--- config.mk ---
export PLATFORM = sky130hd
export DESIGN_NAME = sprom_seq
export DESIGN_NICKNAME = d
export VERILOG_FILES = /design/src/rtl/sprom_pkg.sv /design/src/rtl/sprom_tick.sv /design/src/rtl/sprom_watch.sv /design/src/rtl/sprom_frame.sv /design/src/rtl/sprom_seq.sv
export SDC_FILE = /design/constraint.sdc
export NUM_CORES = 1
export LEC_CHECK = 0
export BUFFER_PORTS_ARGS = -buffer_cell sky130_fd_sc_hd__buf_4
export CORE_ASPECT_RATIO = 1.25
export CORE_UTILIZATION = 64
export DETAILED_ROUTE_END_ITERATION = 6
export PLACE_DENSITY = 0.86
export SLEW_MARGIN = 5
export SYNTH_ARGS = -nofsm -noshare
export SYNTH_HDL_FRONTEND = slang
export SYNTH_HIERARCHICAL = 1
export SYNTH_SLANG_ARGS = --single-unit
--- constraint.sdc ---
create_clock -name clk -period 4.6 [get_ports clk]
set_input_delay 0.92 -clock clk [delete_from_list [all_inputs] [get_ports clk]]
set_output_delay 0.92 -clock clk [all_outputs]
set_load 0.02 [all_outputs]
--- src/rtl/sprom_pkg.sv ---
package sprom_pkg;

   typedef enum logic [1:0] {
      OPC_WREN  = 2'b00,
      OPC_WRITE = 2'b01,
      OPC_READ  = 2'b10,
      OPC_ERASE = 2'b11
   } sprom_op_e;

   typedef enum logic [2:0] {
      ST_IDLE,
      ST_LEAD,
      ST_SHIFT,
      ST_TRAIL,
      ST_GAP,
      ST_POLL,
      ST_CLOSE
   } sprom_st_e;

endpackage

--- src/rtl/sprom_tick.sv ---
module sprom_tick #(
   parameter int DIV_W = 8
) (
   input  logic             clk,
   input  logic             rst_n,
   input  logic             run,
   input  logic [DIV_W-1:0] div,
   output logic             tick
);

   logic [DIV_W-1:0] cnt;

   always_ff @(posedge clk or negedge rst_n) begin
      if (!rst_n) begin
         cnt <= '0;
      end else if (!run || cnt == div) begin
         cnt <= '0;
      end else begin
         cnt <= cnt + 1'b1;
      end
   end

   assign tick = run && (cnt == div);

endmodule

--- src/rtl/sprom_watch.sv ---
module sprom_watch #(
   parameter int LIMIT = 1000
) (
   input  logic clk,
   input  logic rst_n,
   input  logic run,
   output logic expired
);

   localparam int W = $clog2(LIMIT + 1);

   logic [W-1:0] cnt;

   always_ff @(posedge clk or negedge rst_n) begin
      if (!rst_n) begin
         cnt <= '0;
      end else if (!run) begin
         cnt <= '0;
      end else if (cnt != W'(LIMIT)) begin
         cnt <= cnt + 1'b1;
      end
   end

   assign expired = run && (cnt == W'(LIMIT));

endmodule

--- src/rtl/sprom_frame.sv ---
module sprom_frame
   import sprom_pkg::*;
#(
   parameter int DATA_W = 16,
   parameter int AW_N   = 6,
   parameter int AW_W   = 8,
   parameter int CNT_W  = 5
) (
   input  sprom_op_e                op,
   input  logic [AW_W-1:0]          addr,
   input  logic                     wide,
   input  logic [DATA_W-1:0]        wdata,
   output logic [3+AW_W+DATA_W-1:0] frame,
   output logic [CNT_W-1:0]         nbits
);

   logic [AW_W-1:0]   a_eff;
   logic [DATA_W-1:0] d_eff;

   always_comb begin
      a_eff = (op == OPC_WREN) ? '1 : addr;
      d_eff = (op == OPC_WRITE) ? wdata : '0;
   end

   generate
      if (AW_W > AW_N) begin : g_pad
         localparam int PAD = AW_W - AW_N;
         assign frame = wide ? {1'b1, op, a_eff, d_eff}
                             : {1'b1, op, a_eff[AW_N-1:0], d_eff, {PAD{1'b0}}};
      end else begin : g_same
         assign frame = {1'b1, op, a_eff, d_eff};
      end
   endgenerate

   always_comb begin
      nbits = CNT_W'(3) + (wide ? CNT_W'(AW_W) : CNT_W'(AW_N));
      if (op == OPC_WRITE || op == OPC_READ) begin
         nbits = nbits + CNT_W'(DATA_W);
      end
   end

endmodule

--- src/rtl/sprom_seq.sv ---
module sprom_seq
   import sprom_pkg::*;
#(
   parameter int DATA_W     = 16,
   parameter int AW_NARROW  = 6,
   parameter int AW_WIDE    = 8,
   parameter int DIV_W      = 8,
   parameter int GAP_TICKS  = 2,
   parameter int POLL_LIMIT = 12_500_000
) (
   input  logic               clk,
   input  logic               rst_n,
   input  logic               start,
   input  logic [1:0]         op,
   input  logic [AW_WIDE-1:0] addr,
   input  logic               wide,
   input  logic [DATA_W-1:0]  wdata,
   input  logic               detect,
   input  logic [DIV_W-1:0]   div,
   output logic               busy,
   output logic               done,
   output logic               timeout,
   output logic [DATA_W-1:0]  rdata,
   output logic               wide_found,
   output logic               mem_cs,
   output logic               mem_sck,
   output logic               mem_tx,
   input  logic               mem_rx
);

   localparam int SR_W  = 3 + AW_WIDE + DATA_W;
   localparam int CNT_W = $clog2(SR_W + 1);
   localparam int GW    = $clog2(GAP_TICKS + 1);

   generate
      if (AW_NARROW < 1 || AW_WIDE < AW_NARROW) begin : g_bad_aw
         $error("sprom_seq: address widths must satisfy 1 <= AW_NARROW <= AW_WIDE");
      end
      if (DATA_W < 2) begin : g_bad_dw
         $error("sprom_seq: DATA_W must be at least 2");
      end
      if (GAP_TICKS < 1 || POLL_LIMIT < 1 || DIV_W < 1) begin : g_bad_tm
         $error("sprom_seq: GAP_TICKS, POLL_LIMIT and DIV_W must be positive");
      end
   endgenerate

   sprom_st_e         state;
   logic              ph;
   logic [SR_W-1:0]   sreg;
   logic [CNT_W-1:0]  left;
   logic [DATA_W-1:0] rx;
   sprom_op_e         cur_op;
   logic              cur_det;
   logic [GW-1:0]     gapc;
   logic              tflag;

   logic              tick;
   logic              expired;
   logic              polls;

   sprom_op_e         b_op;
   logic [AW_WIDE-1:0] b_addr;
   logic              b_wide;
   logic [SR_W-1:0]   b_frame;
   logic [CNT_W-1:0]  b_nbits;

   always_comb begin
      b_op   = detect ? OPC_READ : sprom_op_e'(op);
      b_addr = detect ? '0 : addr;
      b_wide = detect ? 1'b0 : wide;
   end

   sprom_frame #(
      .DATA_W (DATA_W),
      .AW_N   (AW_NARROW),
      .AW_W   (AW_WIDE),
      .CNT_W  (CNT_W)
   ) u_frame (
      .op     (b_op),
      .addr   (b_addr),
      .wide   (b_wide),
      .wdata  (wdata),
      .frame  (b_frame),
      .nbits  (b_nbits)
   );

   sprom_tick #(
      .DIV_W (DIV_W)
   ) u_tick (
      .clk   (clk),
      .rst_n (rst_n),
      .run   (busy),
      .div   (div),
      .tick  (tick)
   );

   sprom_watch #(
      .LIMIT (POLL_LIMIT)
   ) u_watch (
      .clk     (clk),
      .rst_n   (rst_n),
      .run     (state == ST_POLL),
      .expired (expired)
   );

   assign polls = (cur_op == OPC_WRITE) || (cur_op == OPC_ERASE);

   always_ff @(posedge clk or negedge rst_n) begin
      if (!rst_n) begin
         state      <= ST_IDLE;
         ph         <= 1'b0;
         sreg       <= '0;
         left       <= '0;
         rx         <= '0;
         cur_op     <= OPC_WREN;
         cur_det    <= 1'b0;
         gapc       <= '0;
         tflag      <= 1'b0;
         done       <= 1'b0;
         timeout    <= 1'b0;
         rdata      <= '0;
         wide_found <= 1'b0;
      end else begin
         done    <= 1'b0;
         timeout <= 1'b0;
         case (state)
            ST_IDLE: begin
               if (start) begin
                  sreg    <= b_frame;
                  left    <= b_nbits;
                  cur_op  <= b_op;
                  cur_det <= detect;
                  rx      <= '0;
                  tflag   <= 1'b0;
                  ph      <= 1'b0;
                  state   <= ST_LEAD;
               end
            end
            ST_LEAD: begin
               if (tick) begin
                  state <= ST_SHIFT;
               end
            end
            ST_SHIFT: begin
               if (tick) begin
                  if (!ph) begin
                     ph <= 1'b1;
                  end else begin
                     ph <= 1'b0;
                     if (cur_op == OPC_READ && left <= CNT_W'(DATA_W)) begin
                        rx <= {rx[DATA_W-2:0], mem_rx};
                     end
                     sreg <= {sreg[SR_W-2:0], 1'b0};
                     left <= left - 1'b1;
                     if (left == CNT_W'(1)) begin
                        state <= ST_TRAIL;
                     end
                  end
               end
            end
            ST_TRAIL: begin
               if (tick) begin
                  gapc  <= '0;
                  state <= ST_GAP;
               end
            end
            ST_GAP: begin
               if (tick) begin
                  if (gapc == GW'(GAP_TICKS - 1)) begin
                     if (polls) begin
                        state <= ST_POLL;
                     end else begin
                        done  <= 1'b1;
                        state <= ST_IDLE;
                        if (cur_op == OPC_READ) begin
                           rdata <= rx;
                        end
                        if (cur_det) begin
                           wide_found <= &rx;
                        end
                     end
                  end else begin
                     gapc <= gapc + 1'b1;
                  end
               end
            end
            ST_POLL: begin
               if (tick && mem_rx) begin
                  state <= ST_CLOSE;
               end else if (expired) begin
                  tflag <= 1'b1;
                  state <= ST_CLOSE;
               end
            end
            ST_CLOSE: begin
               if (tick) begin
                  done    <= !tflag;
                  timeout <= tflag;
                  state   <= ST_IDLE;
               end
            end
            default: state <= ST_IDLE;
         endcase
      end
   end

   assign busy    = (state != ST_IDLE);
   assign mem_cs  = (state == ST_SHIFT) || (state == ST_TRAIL) || (state == ST_POLL);
   assign mem_sck = (state == ST_SHIFT) && ph;
   assign mem_tx  = (state == ST_SHIFT) && sreg[SR_W-1];

endmodule

# [Word-level counts from Yosys, hierarchy flattened]
# Index checks and enable logic that the tools add are counted.
[word_totals] reg_bits=109 in_bits=40 output_inout_bits=23
[op_classes] add_sub_neg=6 n_lt_le_gt_ge=1 n_eq_ne=31 mux=55 bitwise_logic=1 reduce_logical=29
[ops] operator="2-to-1 mux 27 bit" count=3
[ops] operator="2-to-1 mux 16 bit" count=5
[ops] operator="2-to-1 mux 24 bit" count=3
[ops] operator="case mux 27 bit (2 select lines)" count=1
[ops] operator="2-to-1 mux 3 bit" count=12
[ops] operator="case mux 16 bit (2 select lines)" count=1
[ops] operator="inequality test 2 bit, second input constant" count=14
[ops] operator="adder 24 x 1 -> 24 bit, second input constant" count=1
[ops] operator="== test 24 bit, second input constant" count=1
[ops] operator="2-to-1 mux 8 bit" count=3
[ops] operator="inequality test 24 bit, second input constant" count=1
[ops] operator="case mux 3 bit (7 select lines)" count=1
[ops] operator="2-to-1 mux 5 bit" count=4
[ops] operator="AND reduction 16 bit" count=1
[ops] operator="AND reduction 5 bit" count=3
[ops] operator="2-to-1 mux 1 bit" count=12
[ops] operator="AND reduction 4 bit" count=3
[ops] operator="case mux 5 bit (2 select lines)" count=1
[ops] operator="AND reduction 10 bit" count=1
[ops] operator="== test 3 bit, second input constant" count=3
[ops] operator="adder 8 x 1 -> 8 bit, second input constant" count=1
[ops] operator="== test 8 bit" count=1
[ops] operator="2-to-1 mux 2 bit" count=4
[ops] operator="== test 2 x 1 -> 1 bit, second input constant" count=3
[ops] operator="23 further kinds" count=40

# [Depth between registers and ports, before layout]
# Gate-level depths: netlist of the first run.
[depth] ltp_word=7 ltp_mapped=9 ltp_nobuf=9

# [Cells and area by module]
# The synthesis of the first run kept the hierarchy.
[modules_own_cells] mod="sprom_seq" instances=1 cells_per_inst=381 area_each_um2=3687.3 seq_area_each_um2=1926.8
[modules_own_cells] mod="sprom_watch" instances=1 cells_per_inst=140 area_each_um2=1331.3 seq_area_each_um2=600.6
[modules_own_cells] mod="sprom_frame" instances=1 cells_per_inst=66 area_each_um2=504.2 seq_area_each_um2=0.0
[modules_own_cells] mod="sprom_tick" instances=1 cells_per_inst=46 area_each_um2=500.5 seq_area_each_um2=200.2

# [Worst setup path before layout of the first run]
# Ideal clock, no wire load.
[synth_timing] kind="input -> register" start="in div[7]" end="reg rx[10]" setup_ps=79 t_arrival_ps=3019 t_required_ps=4521 slack_ps=1501 stages=8 path_buffers=1 cell_sequence="xor2_2 > nor4_2 > and3_1 > nand3_1 > a211o_1 > a21oi_4 > buf_12 > mux2i_1"
[synth_between] elab_chain_len=4
[synth_lines] item="from (decl)" line="sprom_seq.sv:19" source="input logic [DIV_W-1:0] div,"
[synth_lines] item="== test 8 bit" line="sprom_tick.sv:23" source="assign tick = run && (cnt == div);"
[synth_lines] item="logical AND 1 bit" line="sprom_tick.sv:23"
[synth_lines] item="net tick" line="sprom_seq.sv:57" source="logic tick;"
[synth_lines] item="inequality test 2 bit (no line)"
[synth_lines] item="AND reduction 5 bit (no line)"
[synth_lines] item="to (signal assigned)" line="sprom_seq.sv:151" source="rx <= {rx[DATA_W-2:0], mem_rx};"
[synth_lines] item="to (decl)" line="sprom_seq.sv:51" source="logic [DATA_W-1:0] rx;"
# The timed path passes the listed nets, and every way through them passes these cells.
# A chain may end at the register's enable or synchronous reset.

# [Worst setup path in the final report of the first run]
[layout_timing] start="in div[7]" end="reg rx[5]"
# The elaborated chain is that of the path after synthesis.

==> metrics.md, run 1 <==
| Metric | Value |
|---|---|
| Status | `complete, no violations` |
| Synth cell types | `63` |
| Number of global-route vias before repair | `roughly 4500` |
| CTS tree | `built` |
| Max incr delay on CP | `approximately 0.69 ns` |
| RR Startpoint | `u_tick/cnt[3]` |
| Via count | `4719` |
| Worst slew pin tran | `0.8620 ns` |
| First-pass GRT wire length | `between 20000 and 25000 um` |
| Peak supply drop | `219.2 uV` |
| GP Congestion | `approximately 0.85` |
| Port bufs | `a little over 60` |
| Pins over their slew limit | `0` |
| Setup ws final | `between 1 and 1.5 ns` |
| Resize count post-CTS | `0` |
| Die Y-Extent | `110.5 um` |
| Vias per Instance | `5.884` |
| Slew margin rel. | `42.39%` |
| Yosys top cell by area | `dfrtp_1` |
| Drt drc | `0` |
| Syn avg cell area | `9.515 um^2` |
| Share of cells above drive strength 1 | `between 10% and 20%` |
| Pwr/cell area | `between 400 and 500 nW/um^2` |
| Initial antenna violation count | `0` |
| Post-synth EDFFs | `0` |
| CTS Hold Buffers Added | `0` |
| WHS Endpoint | `rdata[1]` |
| Hold path depth | `1` |
| Crit start category | `input pin` |
| Final hold viol count | `0` |
| TritonCTS Buffers | `9` |
| Worst flop-to-flop path endpoint | `rx[5]` |
| Clk sinks | `about 110` |
| DR WL/cell | `~15 um` |
| Final TNS setup | `0 ns` |
| Pre-CTS setup slack | `~0.73 ns` |
| Top post-synthesis cells by area | `dfrtp_1, nand2_1, mux2i_1` |
| Worst R2R Setup Slack | `about 1.3 ns` |
| Post-CTS Setup Repair Bufs | `0` |
| H-tree Lvls | `3` |
| Final wirelength | `12430 um` |
| Fillers | `646` |
| FP Rows | `39` |
| Async SR Flop Fraction | `100.0%` |
| Initial Utilization | `66.01%` |
| Pin count of the biggest net entering global routing | `48` |
| WP data required | `roughly 5 ns` |
| Synth Cell Area | `6023 um^2` |
| Delay-heaviest family, CP | `simple AND/OR/NAND/NOR gates` |
| Setup Viol. Count Final | `0` |
| Clk_lat worst skew | `about 0.35 ns` |
| Diode count | `0` |
| Die W | `~89 um` |
| CP most frequent cell | `buf_4` |
| CTS Root Cell | `clkbuf_16` |
| Leading cell types in the layout, fill and taps excluded | `dfrtp_1, nand2_1, buf_4` |
| Number of routed nets with antenna violations | `0` |
| Worst setup EP type | `flip-flop` |
| Core area | `between 9000 and 10000 um^2` |
| Mapped Cells | `633` |
| R2R cell count | `8` |
| Initial DRC Count | `around 280` |
| Critical Path AT | `3.78 ns` |
| Ys Warns | `6` |
| Yosys top cell area share | `a little under half` |
| Commonest non-fill, non-tap cell in the layout | `dfrtp_1` |
| Minimum clock period | `roughly 3.5 ns` |
| Worst Path Max Fanout | `16` |
| Clk_skew | `between 0.005 and 0.006 ns` |
| Total placed cells including tap cells | `between 700 and 800` |
| Fmax | `between 200 and 300 MHz` |
| Hold path startpoint | `rdata[1]` |
| Top Ports | `63` |
| HPWL Detailed | `8655 um` |
| Gr usage total | `about a quarter` |
| DRT Pass-1 Iters | `5` |
| Final std cells w/o fill | `802` |
| FF+latch count, synth | `~110` |
| Gr ovfl total | `0` |
| Layout Nets | `723` |
| Crit path kind | `input pin to flip-flop` |
| Area Growth Syn to Fin | `12.59%` |
| Die area | `about 9800 um^2` |
| Static Leak | `2.984 nW` |
| Core Util, Final | `74.32%` |
| CTS max path bufs | `2` |
| Critical path's slowest cell | `nor4_2` |
| Sequential fraction of the synthesis area | `45.28%` |
| Buf+Inv Stages, Crit Path | `2` |
| Final period util | `around 77%` |
| Max-Cap Viols | `0` |
| Most used DFF post-synth | `dfrtp_1` |
| Ordered cell list for the critical path | `buf_4, xor2_2, nor4_2, and3_1, buf_4, nand3_1, a211o_1, a21oi_4, mux2i_1` |
| Clk slew on worst S/H paths | `approximately 0.07 ns` |
| Final hold slack | `just over 0.5 ns` |
| RSZ-0062 raised after global routing | `no` |
| Hold Path Class | `flip-flop to flip-flop` |
routing by layer:
metal	track usage (%)	wire [um]	part of all wire, %
met4	9.785	216	1.7
met5	0	0	0
met1	33.28	5237	42
met2	45.03	6471	52
met3	5.082	499	4.0
area by class of cell:
class	instances	area [um^2]	share of cell area (%)
flip-flops and latches	109	2728	40.22
well taps	123	153.9	2.269
clock inverters	6	61.31	0.9041
multi-input cells	451	2942	43.38
repair buffers	69	530.5	7.823
inverters	34	127.6	1.882
clock buffers	10	239.0	3.524
Yosys cell counts, types with 6 or more instances:
cell	instances
and3_1	7
buf_2	7
or3_1	7
nand2_1	89
nand3_1	18
nand4_1	13
buf_4	7
a31oi_1	26
a211o_1	11
dfrtp_1	109
inv_1	34
clkbuf_1	17
nor2b_1	28
mux2i_1	31
nor2_1	46
mux2_2	22
xor2_1	17
ha_1	9
o21ai_0	17
or4_1	6
a21oi_1	28
sequential cells by signal, summed over array words and instances (netlist names):
register,cells
sreg,27
u_watch/cnt,24
rdata,16
rx,16
u_tick/cnt,8
left,5
state,3
cur_op,2
gapc,2
cur_det,1
done,1
ph,1
tflag,1
timeout,1
wide_found,1
power breakdown:
| part | leakage, nW | internal, mW | switching [mW] |
|---|---|---|---|
| clock | 0.149 | 0.436 | 0.344 |
| combinational | 1.41 | 0.388 | 0.556 |
| sequential | 1.43 | 1.19 | 0.227 |
| total | 2.98 | 2.01 | 1.13 |
worst register-to-register path, cell delays in order (launching register included):
cell and delay (ns):
dfrtp_1 0.48, xor2_2 0.19, nor4_2 0.64, and3_1 0.26, buf_4 0.18, nand3_1 0.19, a211o_1 0.40, a21oi_4 0.54
mux2i_1 0.29
cell families (layout without fill, tap and decap cells):
logic type                 after synthesis  in the layout  share of synthesized area [%]
adders and majority gates               10             10                          2.036
buffers and inverters                   75            119                          6.335
and+or+nand+nor                        256            256                          22.21
AOI/OAI and AO/OA                      107            107                          11.45
DFF                                    109            109                          45.28
xor gates and xnor gates                21             21                          3.303
other                                    2              4                         0.1247
muxes                                   53             53                          9.265
metrics by stage:
| step | power (mW) | cell area (um^2) |
|---|---|---|
| after floorplan | 2.100 | 6031 |
| after global placement | 2.292 | 6481 |
| after detailed placement | 2.363 | 6481 |
| after CTS | 3.151 | 6782 |
| after global routing | 3.330 | 6782 |
| final | 3.142 | 6782 |
how the worst max path moves through the flow:
stage                 from  slack [ns]  depth (start not counted)     end
finish              div[7]        1.08                          9   rx[5]
global route        div[7]        0.87                          9   rx[5]
CTS                 div[7]        1.09                          9   rx[6]
detailed placement  div[7]        0.73                          9   rx[6]
global placement    div[7]        0.90                          9   rx[4]
floorplan           div[7]        1.50                          8  rx[10]
Power figures use the tool's default switching activity.
==> run 2, diff against run 1 <==
Settings changed: CORE_UTILIZATION 64 to 54, PLACE_DENSITY 0.86 to 0.77.
Clock period 4.6 ns to 3.03 ns, I/O delays scaled along.
==> metrics.md, run 2 (synthesized netlist as in run 1, its figures left out) <==
| Metric | Value |
|---|---|
| Drt drc | `0` |
| Setup ws final | `around 0.62 ns` |
| Worst Path Max Fanout | `16` |
| Max-Cap Viols | `0` |
| Top Ports | `63` |
| Initial antenna violation count | `0` |
| Largest register FFs | `27` |
| DR WL/cell | `approximately 15 um` |
| TritonCTS Buffers | `9` |
| Pins over their slew limit | `0` |
| Clk slew on worst S/H paths | `~0.07 ns` |
| H-tree Lvls | `3` |
| Pwr/cell area | `a little under 700 nW/um^2` |
| Core area | `10720 um^2` |
| Final wirelength | `about 12000 um` |
| CTS max path bufs | `2` |
| Area Growth Syn to Fin | `13.19%` |
| Layout Nets | `726` |
| Commonest non-fill, non-tap cell in the layout | `dfrtp_1` |
| Slew margin rel. | `around 44%` |
| FP Rows | `42` |
| RR Startpoint | `u_tick/cnt[4]` |
| Die Y-Extent | `between 100 and 150 um` |
| Resize count post-CTS | `0` |
| Gr ovfl total | `0` |
| CTS tree | `built` |
| Die area | `approximately 12000 um^2` |
| Hold Path Class | `input pin to asynchronous set/reset pin` |
| HPWL Detailed | `between 8000 and 9000 um` |
| Clk_lat worst skew | `roughly 0.34 ns` |
| Worst setup EP type | `flip-flop` |
| Share of cells above drive strength 1 | `between 10% and 20%` |
| Final TNS setup | `0 ns` |
| Initial DRC Count | `~320` |
| Pre-CTS setup slack | `0.3016 ns` |
| RSZ-0062 raised after global routing | `no` |
| CTS Root Cell | `clkbuf_16` |
| DRT Pass-1 Iters | `5` |
| Setup Viol. Count Final | `0` |
| Crit start category | `flip-flop` |
| Crit path kind | `flip-flop to flip-flop` |
| First-pass GRT wire length | `between 15000 and 20000 um` |
| Minimum clock period | `between 2 and 2.5 ns` |
| Worst slew pin tran | `0.8374 ns` |
| Static Leak | `about 3 nW` |
| Port bufs | `62` |
| Number of global-route vias before repair | `between 4000 and 5000` |
| WP data required | `3.28 ns` |
| CP startpoint | `u_tick/cnt[4]` |
| Peak supply drop | `a little under 300 uV` |
| CTS Hold Buffers Added | `0` |
| Post-CTS Setup Repair Bufs | `0` |
| Diode count | `0` |
| Via count | `4651` |
| Number of routed nets with antenna violations | `0` |
| Initial Utilization | `a little under three fifths` |
| Leading cell types in the layout, fill and taps excluded | `dfrtp_1, nand2_1, buf_4` |
| GP Congestion | `approximately 0.81` |
| Gr usage total | `roughly 22%` |
| Vias per Instance | `~5.7` |
| Regs by FF count | `sreg: 27 flops, u_watch/cnt: 24 flops` |
| Final period util | `between 70% and 80%` |
| Pin count of the biggest net entering global routing | `64` |
| Critical Path AT | `about 2.7 ns` |
| Die W | `96.47 um` |
| Status | `complete, no violations` |
| Fmax | `just over 400 MHz` |
| Clk_skew | `0.006607 ns` |
| Clk sinks | `around 110` |
| Top reg by flops | `sreg` |
| Final hold viol count | `0` |
[run 2: changes by cell type in the layout (fill, tap and decap cells not counted), sizes merged]
cell	before	now
buf	69	72
bufinv	1	0
clkinv	3	4
clkinvlp	1	2
inv	35	34
[run 2: area by class of cell]
type / instances / area, um^2
well taps: 132 / 165.2
inverters: 34 / 127.6
multi-input cells: 451 / 2942
flip-flops and latches: 109 / 2728
repair buffers: 72 / 578.1
clock buffers: 10 / 239.0
fillers: 866 / 3902
clock inverters: 6 / 38.79
[run 2: path summary, 6_finish.rpt]
check	cells past startpoint	to	slack, ns
worst max-delay path	8	rx[14]	0.62
min in group clk	1	gapc[1]	0.51
worst min-delay path	1	rdata[3]	0.27
max in group asynchronous	2	u_tick/cnt[0]	2.00
worst max register to register	8	rx[14]	0.62
worst min register to register	1	gapc[1]	0.51
[run 2: worst max-delay path, cell delays in order (launching register included)]
cell	delay, ns
dfrtp_1	0.45
xor2_1	0.18
nor4_2	0.29
and3_1	0.24
nand3_1	0.18
a211o_1	0.41
a21oi_4	0.16
buf_12	0.18
mux2i_1	0.22
[run 2: through the flow]
step / std cells / utilization (%) / area, um^2 / total power, mW / hold slack (ns)
floorplan: 635 / - / 6031 / 3.189 / 0.3104
global placement: 798 / 61.01 / 6540 / 3.534 / 0.4906
detailed placement: 798 / 61.01 / 6540 / 3.607 / 0.4933
CTS: 814 / 63.60 / 6818 / 4.703 / 0.2873
global route: 814 / 63.60 / 6818 / 4.994 / 0.3189
finish: 814 / 63.60 / 6818 / 4.661 / 0.2726
[run 2: metal layers]
metal	vias up	track usage, %	share of wire (%)
met3	16	3.549	3.4
met4	0	7.169	1.5
met1	2270	26.66	42
met2	98	38.29	53
li1	2267	-	-
met5	-	0	0
[run 2: report_power, final]
part	internal, mW	total [mW]	leakage (nW)	switching [mW]
logic	0.617	1.46	1.43	0.839
registers	1.81	2.12	1.43	0.309
clock network	0.577	1.09	0.134	0.513
total	3.00	4.66	2.99	1.66
